$ cat src/rtl/flash_cmd_seq.sv
`timescale 1ns/1ps
module flash_cmd_seq #(
  parameter int ADDR_W     = 24,
  parameter int ROW_WORDS  = 128,
  parameter int PAGE_BYTES = 4096
) (
  input  logic              clk,
  input  logic              rst_n,
  input  logic              reg_wr,
  input  logic [2:0]        reg_addr,
  input  logic [31:0]       reg_wdata,
  output logic [31:0]       reg_rdata,
  output logic              irq,
  output logic              ram_req,
  output logic [ADDR_W-1:0] ram_addr,
  input  logic              ram_valid,
  input  logic [31:0]       ram_rdata,
  output logic              arr_req,
  output logic [1:0]        arr_cmd,
  output logic [ADDR_W-1:0] arr_addr,
  output logic [31:0]       arr_wdata,
  input  logic              arr_done
);
  localparam int PAGE_LSB = $clog2(PAGE_BYTES);
  localparam int ROW_LSB  = $clog2(ROW_WORDS) + 2;
  localparam int QUAD_LSB = 4;
  localparam int CNT_W    = $clog2(ROW_WORDS) + 1;
  localparam logic [3:0] OP_FULL = 4'b1110, OP_PART = 4'b0100, OP_PAGE = 4'b0011,
                         OP_ROW  = 4'b0010, OP_QUAD = 4'b0001;

  typedef enum logic [1:0] {S_IDLE, S_ERASE, S_FETCH, S_PROG} state_t;

  state_t             state;
  logic [3:0]         op;
  logic               en, flag, err, is_row;
  logic [ADDR_W-1:0]  dst;
  logic [ADDR_W-1:2]  src;
  logic [31:0]        dq [4];
  logic [31:0]        word;
  logic [CNT_W-1:0]   idx, last;
  logic [1:0]         cmd;

  logic busy, ctrl_wr, req_go, known, start, bad, finish;
  logic [ADDR_W-1:0] step, page_a, row_a, quad_a;

  assign busy    = (state != S_IDLE);
  assign ctrl_wr = reg_wr && (reg_addr == 3'd0);
  assign req_go  = ctrl_wr && !busy && reg_wdata[15] && reg_wdata[14];
  assign known   = (reg_wdata[3:0] == OP_FULL) || (reg_wdata[3:0] == OP_PART) ||
                   (reg_wdata[3:0] == OP_PAGE) || (reg_wdata[3:0] == OP_ROW)  ||
                   (reg_wdata[3:0] == OP_QUAD);
  assign start   = req_go && known;
  assign bad     = req_go && !known;
  assign finish  = arr_done && ((state == S_ERASE) || (state == S_PROG && idx == last));

  assign step   = ADDR_W'(idx) << 2;
  assign page_a = {dst[ADDR_W-1:PAGE_LSB], {PAGE_LSB{1'b0}}};
  assign row_a  = {dst[ADDR_W-1:ROW_LSB],  {ROW_LSB{1'b0}}};
  assign quad_a = {dst[ADDR_W-1:QUAD_LSB], {QUAD_LSB{1'b0}}};

  assign irq       = flag;
  assign ram_req   = (state == S_FETCH);
  assign ram_addr  = {src, 2'b00} + step;
  assign arr_req   = (state == S_ERASE) || (state == S_PROG);
  assign arr_cmd   = cmd;
  assign arr_wdata = is_row ? word : dq[idx[1:0]];

  always_comb begin
    if (state == S_ERASE) arr_addr = (op == OP_PAGE) ? page_a : '0;
    else                  arr_addr = (is_row ? row_a : quad_a) + step;
  end

  always_comb begin
    case (reg_addr)
      3'd0:    reg_rdata = {16'b0, busy, en, 4'b0, err, flag, 4'b0, op};
      3'd1:    reg_rdata = 32'(dst);
      3'd2:    reg_rdata = 32'({src, 2'b00});
      3'd4, 3'd5, 3'd6, 3'd7: reg_rdata = dq[reg_addr[1:0]];
      default: reg_rdata = '0;
    endcase
  end

  always_ff @(posedge clk or negedge rst_n) begin
    if (!rst_n) begin
      op <= '0; en <= 1'b0; flag <= 1'b0; err <= 1'b0;
      dst <= '0; src <= '0;
      for (int i = 0; i < 4; i++) dq[i] <= '0;
    end else begin
      if (reg_wr && !busy) begin
        case (reg_addr)
          3'd0: begin op <= reg_wdata[3:0]; en <= reg_wdata[14]; end
          3'd1: dst <= reg_wdata[ADDR_W-1:0];
          3'd2: src <= reg_wdata[ADDR_W-1:2];
          3'd4, 3'd5, 3'd6, 3'd7: dq[reg_addr[1:0]] <= reg_wdata;
          default: ;
        endcase
      end
      if (ctrl_wr && reg_wdata[8]) flag <= 1'b0;
      if (ctrl_wr && reg_wdata[9]) err  <= 1'b0;
      if (bad)    err  <= 1'b1;
      if (finish) flag <= 1'b1;
    end
  end

  always_ff @(posedge clk or negedge rst_n) begin
    if (!rst_n) begin
      state <= S_IDLE; idx <= '0; last <= '0; is_row <= 1'b0; word <= '0; cmd <= '0;
    end else begin
      case (state)
        S_IDLE: if (start) begin
          idx <= '0;
          case (reg_wdata[3:0])
            OP_FULL: begin state <= S_ERASE; cmd <= 2'd3; end
            OP_PART: begin state <= S_ERASE; cmd <= 2'd2; end
            OP_PAGE: begin state <= S_ERASE; cmd <= 2'd1; end
            OP_ROW:  begin state <= S_FETCH; cmd <= 2'd0; is_row <= 1'b1;
                           last <= CNT_W'(ROW_WORDS - 1); end
            default: begin state <= S_PROG;  cmd <= 2'd0; is_row <= 1'b0;
                           last <= CNT_W'(3); end
          endcase
        end
        S_ERASE: if (arr_done) state <= S_IDLE;
        S_FETCH: if (ram_valid) begin word <= ram_rdata; state <= S_PROG; end
        S_PROG: if (arr_done) begin
          if (idx == last) state <= S_IDLE;
          else begin
            idx   <= idx + 1'b1;
            state <= is_row ? S_FETCH : S_PROG;
          end
        end
        default: state <= S_IDLE;
      endcase
    end
  end
endmodule

$ cat config.mk
export PLATFORM = sky130hd
export DESIGN_NAME = flash_cmd_seq
export DESIGN_NICKNAME = d
export VERILOG_FILES = /design/src/rtl/flash_cmd_seq.sv
export SDC_FILE = /design/constraint.sdc
export NUM_CORES = 1
export LEC_CHECK = 0
export ABC_AREA = 1
export BUFFER_PORTS_ARGS = -buffer_cell sky130_fd_sc_hd__buf_4
export CAP_MARGIN = 20
export CORE_UTILIZATION = 45
export DETAILED_ROUTE_END_ITERATION = 6
export PLACE_DENSITY = 0.79
export SYNTH_ARGS = -nofsm -noshare
export SYNTH_HDL_FRONTEND = slang
export SYNTH_SLANG_ARGS = --single-unit
$ cat constraint.sdc
create_clock -name clk -period 2.34 [get_ports clk]
set_input_delay 0.234 -clock clk [delete_from_list [all_inputs] [get_ports clk]]
set_output_delay 0.234 -clock clk [all_outputs]
set_load 0.005 [all_outputs]
* Word-level counts from Yosys, hierarchy flattened
Index checks and enable logic that the tools add are counted.
** Word-level totals
- Register bits after elaboration :: 234
- Latch bits :: 0
- Bits in writable memories :: 0
- Bits in read-only memories :: 0
- Output and inout port bits :: 117
- Memories :: 0
** Operators by class
- Add/subtract/negate cells :: 3
- Multipliers :: 0
- Div/mod/pow operators :: 0
- Order comparisons :: 3
- Equality and inequality tests :: 21
- Shift operators :: 0
- Mux-type cells :: 33
- Bitwise operators :: 3
- Reductions and logical operators :: 37
** Operators with widths (count)
- two-way mux 32 bit :: 6
- binary-select mux 32 bit (select 2 bit) :: 2
- bitwise mux 128 bit :: 1
- one-hot mux 32 bit (4 select lines) :: 1
- demux 32 bit (select 2 bit) :: 1
- adder 24 x 10 -> 24 bit :: 2
- two-way mux 24 bit :: 2
- one-hot mux 8 bit (2 select lines) :: 2
- two-way mux 8 bit :: 3
- == test 3 bit (second input constant) :: 4
- == test 4 x 2 -> 1 bit (second input constant) :: 3
- logical AND 1 bit :: 12
- AND reduction 2 bit :: 6
- two-way mux 2 bit :: 5
- two-way mux 9 bit :: 1
- adder 8 x 1 -> 8 bit (second input constant) :: 1
- == test 8 bit :: 1
- inequality test 2 bit (second input constant) :: 4
- one-hot mux 2 bit (4 select lines) :: 1
- AND reduction 4 bit :: 2
- nonzero test 2 bit :: 4
- >= comparator 3 bit (second input constant) :: 2
- logical OR 1 bit :: 6
- NOT 2 -> 3 bit :: 2
- 20 further kinds :: 26

* Logic depth before layout (Yosys ltp)
Gate-level depths: netlist of the first run.
- Depth in word-level cells :: 8
- Depth in mapped cells :: 13
- Depth with buffers taken out :: 12

* Worst setup path after synthesis of the first run
OpenSTA, ideal clock, no wires.
- Kind :: register -> output
- Start point :: register idx[1]
- End point :: output port ram_addr[16]
- Arrival :: 2.122 ns
- Required time :: 2.106 ns
- Setup slack :: -0.016 ns
- Cell stages (with the launch flop) :: 10
- Buffers on the path :: 1
- Cell sequence :: dfrtp_1 > clkinv_1 > clkbuf_1 > fa_1 > o21ai_0 > nand2_1 > nand2_1 > nand2_1 > nor2_1 > xor2_1
** On the way
- Word-level cells in the longest chain between the ends :: 1
** Ends and longest elaborated chain
- from (decl) :: line 40 : logic [CNT_W-1:0] idx, last;
- from (signal assigned) :: line 127 : idx <= idx + 1'b1;
- adder 24 x 10 -> 24 bit :: line 63 : assign ram_addr = {src, 2'b00} + step;
- to (decl) :: line 15 : output logic [ADDR_W-1:0] ram_addr,
No other way between the ends.

==> results of run 1 <==
[Yosys cell counts (2+ instances only)]
library cell / number
nor3_1: 11
nor4_1: 2
a21oi_1: 85
buf_1: 8
o22ai_1: 60
dfrtp_1: 227
buf_2: 30
inv_2: 4
xnor2_1: 4
o21ai_1: 11
nand2_2: 2
xor2_1: 14
mux2_2: 40
clkbuf_1: 47
inv_1: 216
nor2_2: 3
nand2_1: 349
nand3b_1: 3
a221oi_1: 8
ha_1: 15
o211ai_1: 14
nor3b_1: 2
fa_1: 2
nand4_1: 18
nor2_4: 7
a31oi_1: 35
buf_6: 3
nand3_1: 39
o2111ai_1: 3
clkinv_1: 3
buf_4: 7
o21ai_0: 273
nand2_4: 2
nor2_1: 94
nand3_4: 2
[stage by stage]
step / hold slack (ns) / area, um^2
2_1_floorplan: -0.0616 / 12800
3_3_place_gp: 0.191 / 14700
5_1_grt: 0.0261 / 18200
4_1_cts: 0.0107 / 17100
3_5_place_dp: 0.190 / 14700
6_report: 0.0194 / 18200
[metal layers]
layer  vias up  GRT usage (%)  part of all wire (%)
li1       6100              -                     -
met2      1080           50.5                    46
met5         -              0                 0.024
met3       290           4.84                    11
met4         2           16.0                   7.2
met1      6714           39.3                    35
[power by group]
part,leakage (uW),switching (uW),total [uW],internal [uW]
clock network,0.000415,1650,4030,2380
logic,0.00529,5710,10300,4640
registers,0.00271,1360,7130,5770
total,0.00842,8720,21500,12800
[registers in the layout, indices dropped and copies added (netlist names), 4 cells and up]
name  count
dq      128
word     32
src      22
dst      24
idx       8
op        4
[cell usage in the layout, fill, tap and decap left out, types with 4 or more instances in the layout]
| cell type | synthesis | routed |
|---|---|---|
| buf_12 | 0 | 16 |
| inv_1 | 216 | 208 |
| o21ai_2 | 0 | 24 |
| ha_4 | 0 | 13 |
| clkinv_2 | 0 | 8 |
| dfrtp_1 | 227 | 219 |
| a21oi_2 | 0 | 29 |
| a21oi_4 | 0 | 19 |
| nor3_1 | 11 | 9 |
| nand2_4 | 2 | 13 |
| nand2_2 | 2 | 16 |
| nand3_2 | 0 | 5 |
| buf_6 | 3 | 32 |
| nand3_4 | 2 | 5 |
| clkbuf_16 | 0 | 29 |
| o21ai_0 | 273 | 208 |
| a221oi_1 | 8 | 8 |
| a31oi_4 | 0 | 4 |
| dfrtp_2 | 0 | 8 |
| xnor2_1 | 4 | 4 |
| a21oi_1 | 85 | 37 |
| a31oi_2 | 0 | 7 |
| o21ai_1 | 11 | 47 |
| a31oi_1 | 35 | 24 |
| mux2_2 | 40 | 40 |
| nor2_1 | 94 | 82 |
| nand2_1 | 349 | 324 |
| conb_1 | 1 | 4 |
| buf_16 | 0 | 8 |
| nor2_2 | 3 | 8 |
| buf_4 | 7 | 244 |
| o22ai_1 | 60 | 59 |
| o21ai_4 | 1 | 6 |
| nor2_4 | 7 | 14 |
| nand4_1 | 18 | 18 |
| xor2_1 | 14 | 12 |
| dlygate4sd3_1 | 0 | 63 |
| inv_2 | 4 | 10 |
| o211ai_1 | 14 | 14 |
| nand3_1 | 39 | 31 |
[final cells by class]
cell class	instances	area, um^2
clock inverters	13	148
flip-flops and latches	227	5690
clock buffers	31	678
repair buffers	370	3530
inverters	223	866
well taps	378	473
multi-input cells	1109	6870
fillers	2064	9610
[tightest hold or removal path: cells and delay by family]
kind                   cells  cell delay (ns)
AOI/OAI and AO/OA          1             0.06
and+or+nand+nor            1             0.06
buffers and inverters      1             0.15
[cells by family (layout without fill, tap and decap cells)]
| group | count (synthesis) | count (layout) | share of synthesized area [%] |
|---|---|---|---|
| other cells | 1 | 4 | 0.0294 |
| xor+xnor | 18 | 18 | 1.24 |
| simple gates | 536 | 536 | 17.8 |
| mux | 40 | 40 | 3.53 |
| fa+ha+maj | 17 | 17 | 1.78 |
| flops | 227 | 227 | 44.5 |
| buf+inv | 318 | 637 | 10.0 |
| compound gates | 494 | 494 | 21.1 |
[what timing repair did]
action,in CTS,in global routing
cloned,7,4
setup endpoints to repair,61,67
pin swaps,44,77
resized for setup,135,208
setup buffers,25,37
hold endpoints to repair,188,0
hold buffers,63,0
[final timing paths]
| check | from | endpoint | slack, ns | depth (start not counted) |
|---|---|---|---|---|
| min | reg_wdata[15] | dq[47] | 0.02 | 3 |
| max in group asynchronous | rst_n | word[27] | 1.38 | 3 |
| max | last[5] | arr_addr[7] | -0.44 | 8 |
| min reg2reg | dst[1] | dst[1] | 0.50 | 2 |
| max reg2reg | idx[0] | idx[2] | 0.15 | 16 |
| min in group asynchronous | rst_n | state[0] | 0.23 | 2 |
==> out/metrics.cfg, run 1 <==
[synthesis]
yosysSeqAreaShare_pct = 44.5
postSynthAreaPerCell_um2 = 7.73
yosysWarnings = 0
yosysTopAreaCellShare_pct = 44.5
yosys_most_used_dff = dfrtp_1
ys_types = 43
synthArstFlopShare_pct = 100
yosysTopAreaCell = dfrtp_1
synth_seq_cells = 227
synthTopCellsByArea = dfrtp_1, o21ai_0, nand2_1
syn-instance-count = 1651
syn-cell-area_um2 = 12800
synth_edf_count = 0

[sta]
fin_setup_tns_ns = -15.30
timing.final.crit_share_pct = 119
max_freq_ghz = 0.360
finalHoldViolations = 0
rsz0062_at_grt = yes
timing.final.ws_setup_ns = -0.439
tightest_slew_ns = 0.667
finalSetupViolCount = 70
finClkSkew_ns = 0.0130
layout_min_cycle_time_ns = 2.78
drv_slew = 0
slew-limit-headroom_pct = 55.5

[pwr]
ir_drop_uv = 738
p_leak_uw = 0.00842
finalPower_uw = 21500
power_density_nw_per_um2 = 1180

[routing]
avgViaCountPerCell = 6.03
drt_iter0_markers = 1863
routed_wirelength_um = 50600
detail-route-antenna-nets = 0
wl_per_cell_um = 21.5
drt_drc_violations_left = 0
drt_pass1_iterations = 6
num_vias = 14200

[global_route]
track_usage_pct = 30.8
grt-ovfl-total = 0
antenna_found_initial = 2
grt_pass1_wl_um = 69700
first_global_vias = 13200
grt_max_degree = 65

[hold_path]
min_path_type = input port to register

[floorplanning]
ios = 189
dieArea_um2 = 29000
rows = 61
core_area_um2 = 27900
start_util_pct = 45.8
die_x_um = 170
die_h_um = 170

[cells_and_area]
drive_gt1_share_pct = 29.5
stdcell_count = 2351
antenna_cells = 0
final_nets = 2044
final_core_util_pct = 65.5
area.growth.synth_to_final_pct = 43.0

[placement]
dp_worst_setup_slack_ns = 0.0498
post-dp-hpwl_um = 28400
gp_congestion = 0.940
io_buffers = 184
dp.cells = 2173

[critical_path]
critPathTopFamily = compound AO/OA/AOI/OAI gates
critPathBufInv = 2
cp_slowest_cell = a21oi_1
crit_path_frequent_cell = buf_4
cpPeakStageDelay_ns = 0.47
crit_chain = buf_4 -> nor2_4 -> ha_4 -> nand3_1 -> nand2_2 -> o21ai_0 -> a21oi_1 -> buf_4
crit_required_ns = 2.11
critical_path_class = register to primary output
cp_max_fo = 6
cp-start-kind = register
crit_arrival_ns = 2.54
endpoint_kind = primary output

[clock_tree]
cts_tree = done
cts-root-buf = clkbuf_16
cts.clk_slew.worst_paths_ns = 0.07
htree_levels = 1
clk_latency_ns = 0.53
clock_path_buffers = 3
cts.sinks = 227
cts_made_buffers = 24

[flow_run]
cap_viol_max_count = 0

[status]
violations = setup timing
status = finished, violations left

No activity file was read; power rests on OpenSTA's default activity.
==> run 2: changes to the inputs <==
--- a/config.mk
+++ b/config.mk
@@ -14,3 +14,4 @@
 export SYNTH_ARGS = -nofsm -noshare
 export SYNTH_HDL_FRONTEND = slang
 export SYNTH_SLANG_ARGS = --single-unit
+export TNS_END_PERCENT = 1
==> out/metrics.cfg, run 2 (synthesized netlist as in run 1, its figures left out) <==
[placement]
post-dp-hpwl_um = 28400
gp_congestion = 0.940
io_buffers = 184

[floorplanning]
die_h_um = 170
die_x_um = 170
dieArea_um2 = 29000
core_area_um2 = 27900
rows = 61
ios = 189
start_util_pct = 45.8

[critical_path]
crit_arrival_ns = 2.41
endpoint_kind = primary output
cp_slowest_cell = dfrtp_2
cp-start-kind = register
cpPeakStageDelay_ns = 0.45
crit_required_ns = 2.11
crit_chain = nor2_1 -> ha_4 -> buf_4 -> nand2_1 -> inv_1 -> nand3_2 -> nand2_2 -> nand3b_1 -> o21ai_1 -> o21ai_2 -> inv_1 -> buf_4
cp_max_fo = 6
reg2reg_setup_slack_ns = 0.29
critical_path_class = register to primary output

[cells_and_area]
drive_gt1_share_pct = 22.7
fill_cells = 2420
final_nets = 1982
regArea_um2 = 5690
multi_input_area_um2 = 6190
mostFrequentLayoutCells = nand2_1, o21ai_0, buf_4
area.growth.synth_to_final_pct = 30.7
final_core_util_pct = 59.9
antenna_cells = 0
reg.largest.list = dq: 128 flops, word: 32 flops, dst: 24 flops
top_register = dq
layout_commonest_cell = nand2_1
largest_reg_flops = 128

[sta]
timing.final.ws_setup_ns = -0.308
rsz0062_at_grt = yes
layout_min_cycle_time_ns = 2.65
tightest_slew_ns = 0.554
drv_slew = 0
timing.final.crit_share_pct = 113
finalSetupViolCount = 64
slew-limit-headroom_pct = 63.0
finClkSkew_ns = 0.0153
max_freq_ghz = 0.378
finalHoldViolations = 0

[clock_tree]
clock_path_buffers = 3
cts-root-buf = clkbuf_16
cts.clk_slew.worst_paths_ns = 0.07
cts_made_buffers = 24
htree_levels = 1
clk_latency_ns = 0.52
cts.sinks = 227
cts_tree = done

[routing]
drt_drc_violations_left = 0
detail-route-antenna-nets = 0
wl_per_cell_um = 18.1
drt_pass1_iterations = 6
avgViaCountPerCell = 5.63
routed_wirelength_um = 41400
num_vias = 12900
drt_iter0_markers = 1433

[global_route]
track_usage_pct = 28.5
grt_max_degree = 73
grt_pass1_wl_um = 65000
first_global_vias = 12500
grt-ovfl-total = 0
antenna_found_initial = 0

[pwr]
power_density_nw_per_um2 = 1150
ir_drop_uv = 703
finalPower_uw = 19300
p_leak_uw = 0.00778

[status]
violations = setup timing
status = finished, violations left

[flow_run]
cap_viol_max_count = 0

[hold_path]
min_path_type = input port to register

[run 2: cell count changes in the layout (fill, tap and decap cells not counted), moves of 21 or more]
cell	before	now
o21ai_1	47	21
a21oi_2	29	8
a21oi_1	37	76
o21ai_0	208	256
buf_6	32	2
[run 2: cell type report]
| class | instances | area share [%] |
|---|---|---|
| clock buffers | 31 | 4.07 |
| multi-input cells | 1109 | 37.1 |
| clock inverters | 13 | 0.885 |
| repair buffers | 308 | 15.9 |
| inverters | 223 | 5.05 |
| flip-flops and latches | 227 | 34.1 |
| well taps | 378 | 2.84 |
[run 2: per-stage QoR]
stage                     TNS [ns]  instances  hold slack, ns  instance area [um^2]  setup slack, ns
after floorplan                  0       1654         -0.0616                 12800           0.0790
after global placement           0       2173           0.191                 14700            0.133
after detailed placement         0       2173           0.190                 14700           0.0498
after CTS                    -6.76       2283          0.0107                 16400           -0.325
after global routing        -15.41       2289          0.0275                 16700           -0.458
final                        -8.38       2289          0.0175                 16700           -0.308
[run 2: worst max-delay path, delay by kind of cell, from the launching register on]
| family | cells | cell delay [ns] |
|---|---|---|
| fa+ha+maj | 1 | 0.27 |
| compound gates | 2 | 0.20 |
| buf+inv | 4 | 0.40 |
| simple gates | 5 | 0.57 |
| flops | 1 | 0.45 |
[run 2: path summary, 6_finish.rpt]
check                                     to  depth (start not counted)     startpoint
worst max-delay path            arr_addr[14]                         12        last[5]
worst min-delay path                  dq[47]                          3  reg_wdata[15]
worst max register to register        idx[5]                         12         idx[1]
worst min register to register        dst[5]                          2         dst[5]
max in group asynchronous            word[6]                          3          rst_n
min in group asynchronous           state[0]                          2          rst_n
[run 2: where the power goes]
part / switching (uW) / internal, uW
clock network: 1610 / 2380
logic: 4560 / 3750
registers: 1180 / 5770
[run 2: per-layer routing]
metal / track usage [%] / routed length (um) / part of all wire, %
met5: 0 / 0 / 0
met4: 12.8 / 2010 / 4.8
met3: 3.95 / 3540 / 8.5
met2: 47.2 / 19800 / 48
met1: 37.0 / 16000 / 39
[run 2: repair_timing]
action / CTS / global route
endpoints found under the hold margin: 188 / 0
cloned: 0 / 0
hold buffers: 63 / 0
setup buffers: 3 / 6
pin swaps: 11 / 10
setup endpoints to repair: 61 / 69
gates resized for setup: 56 / 54
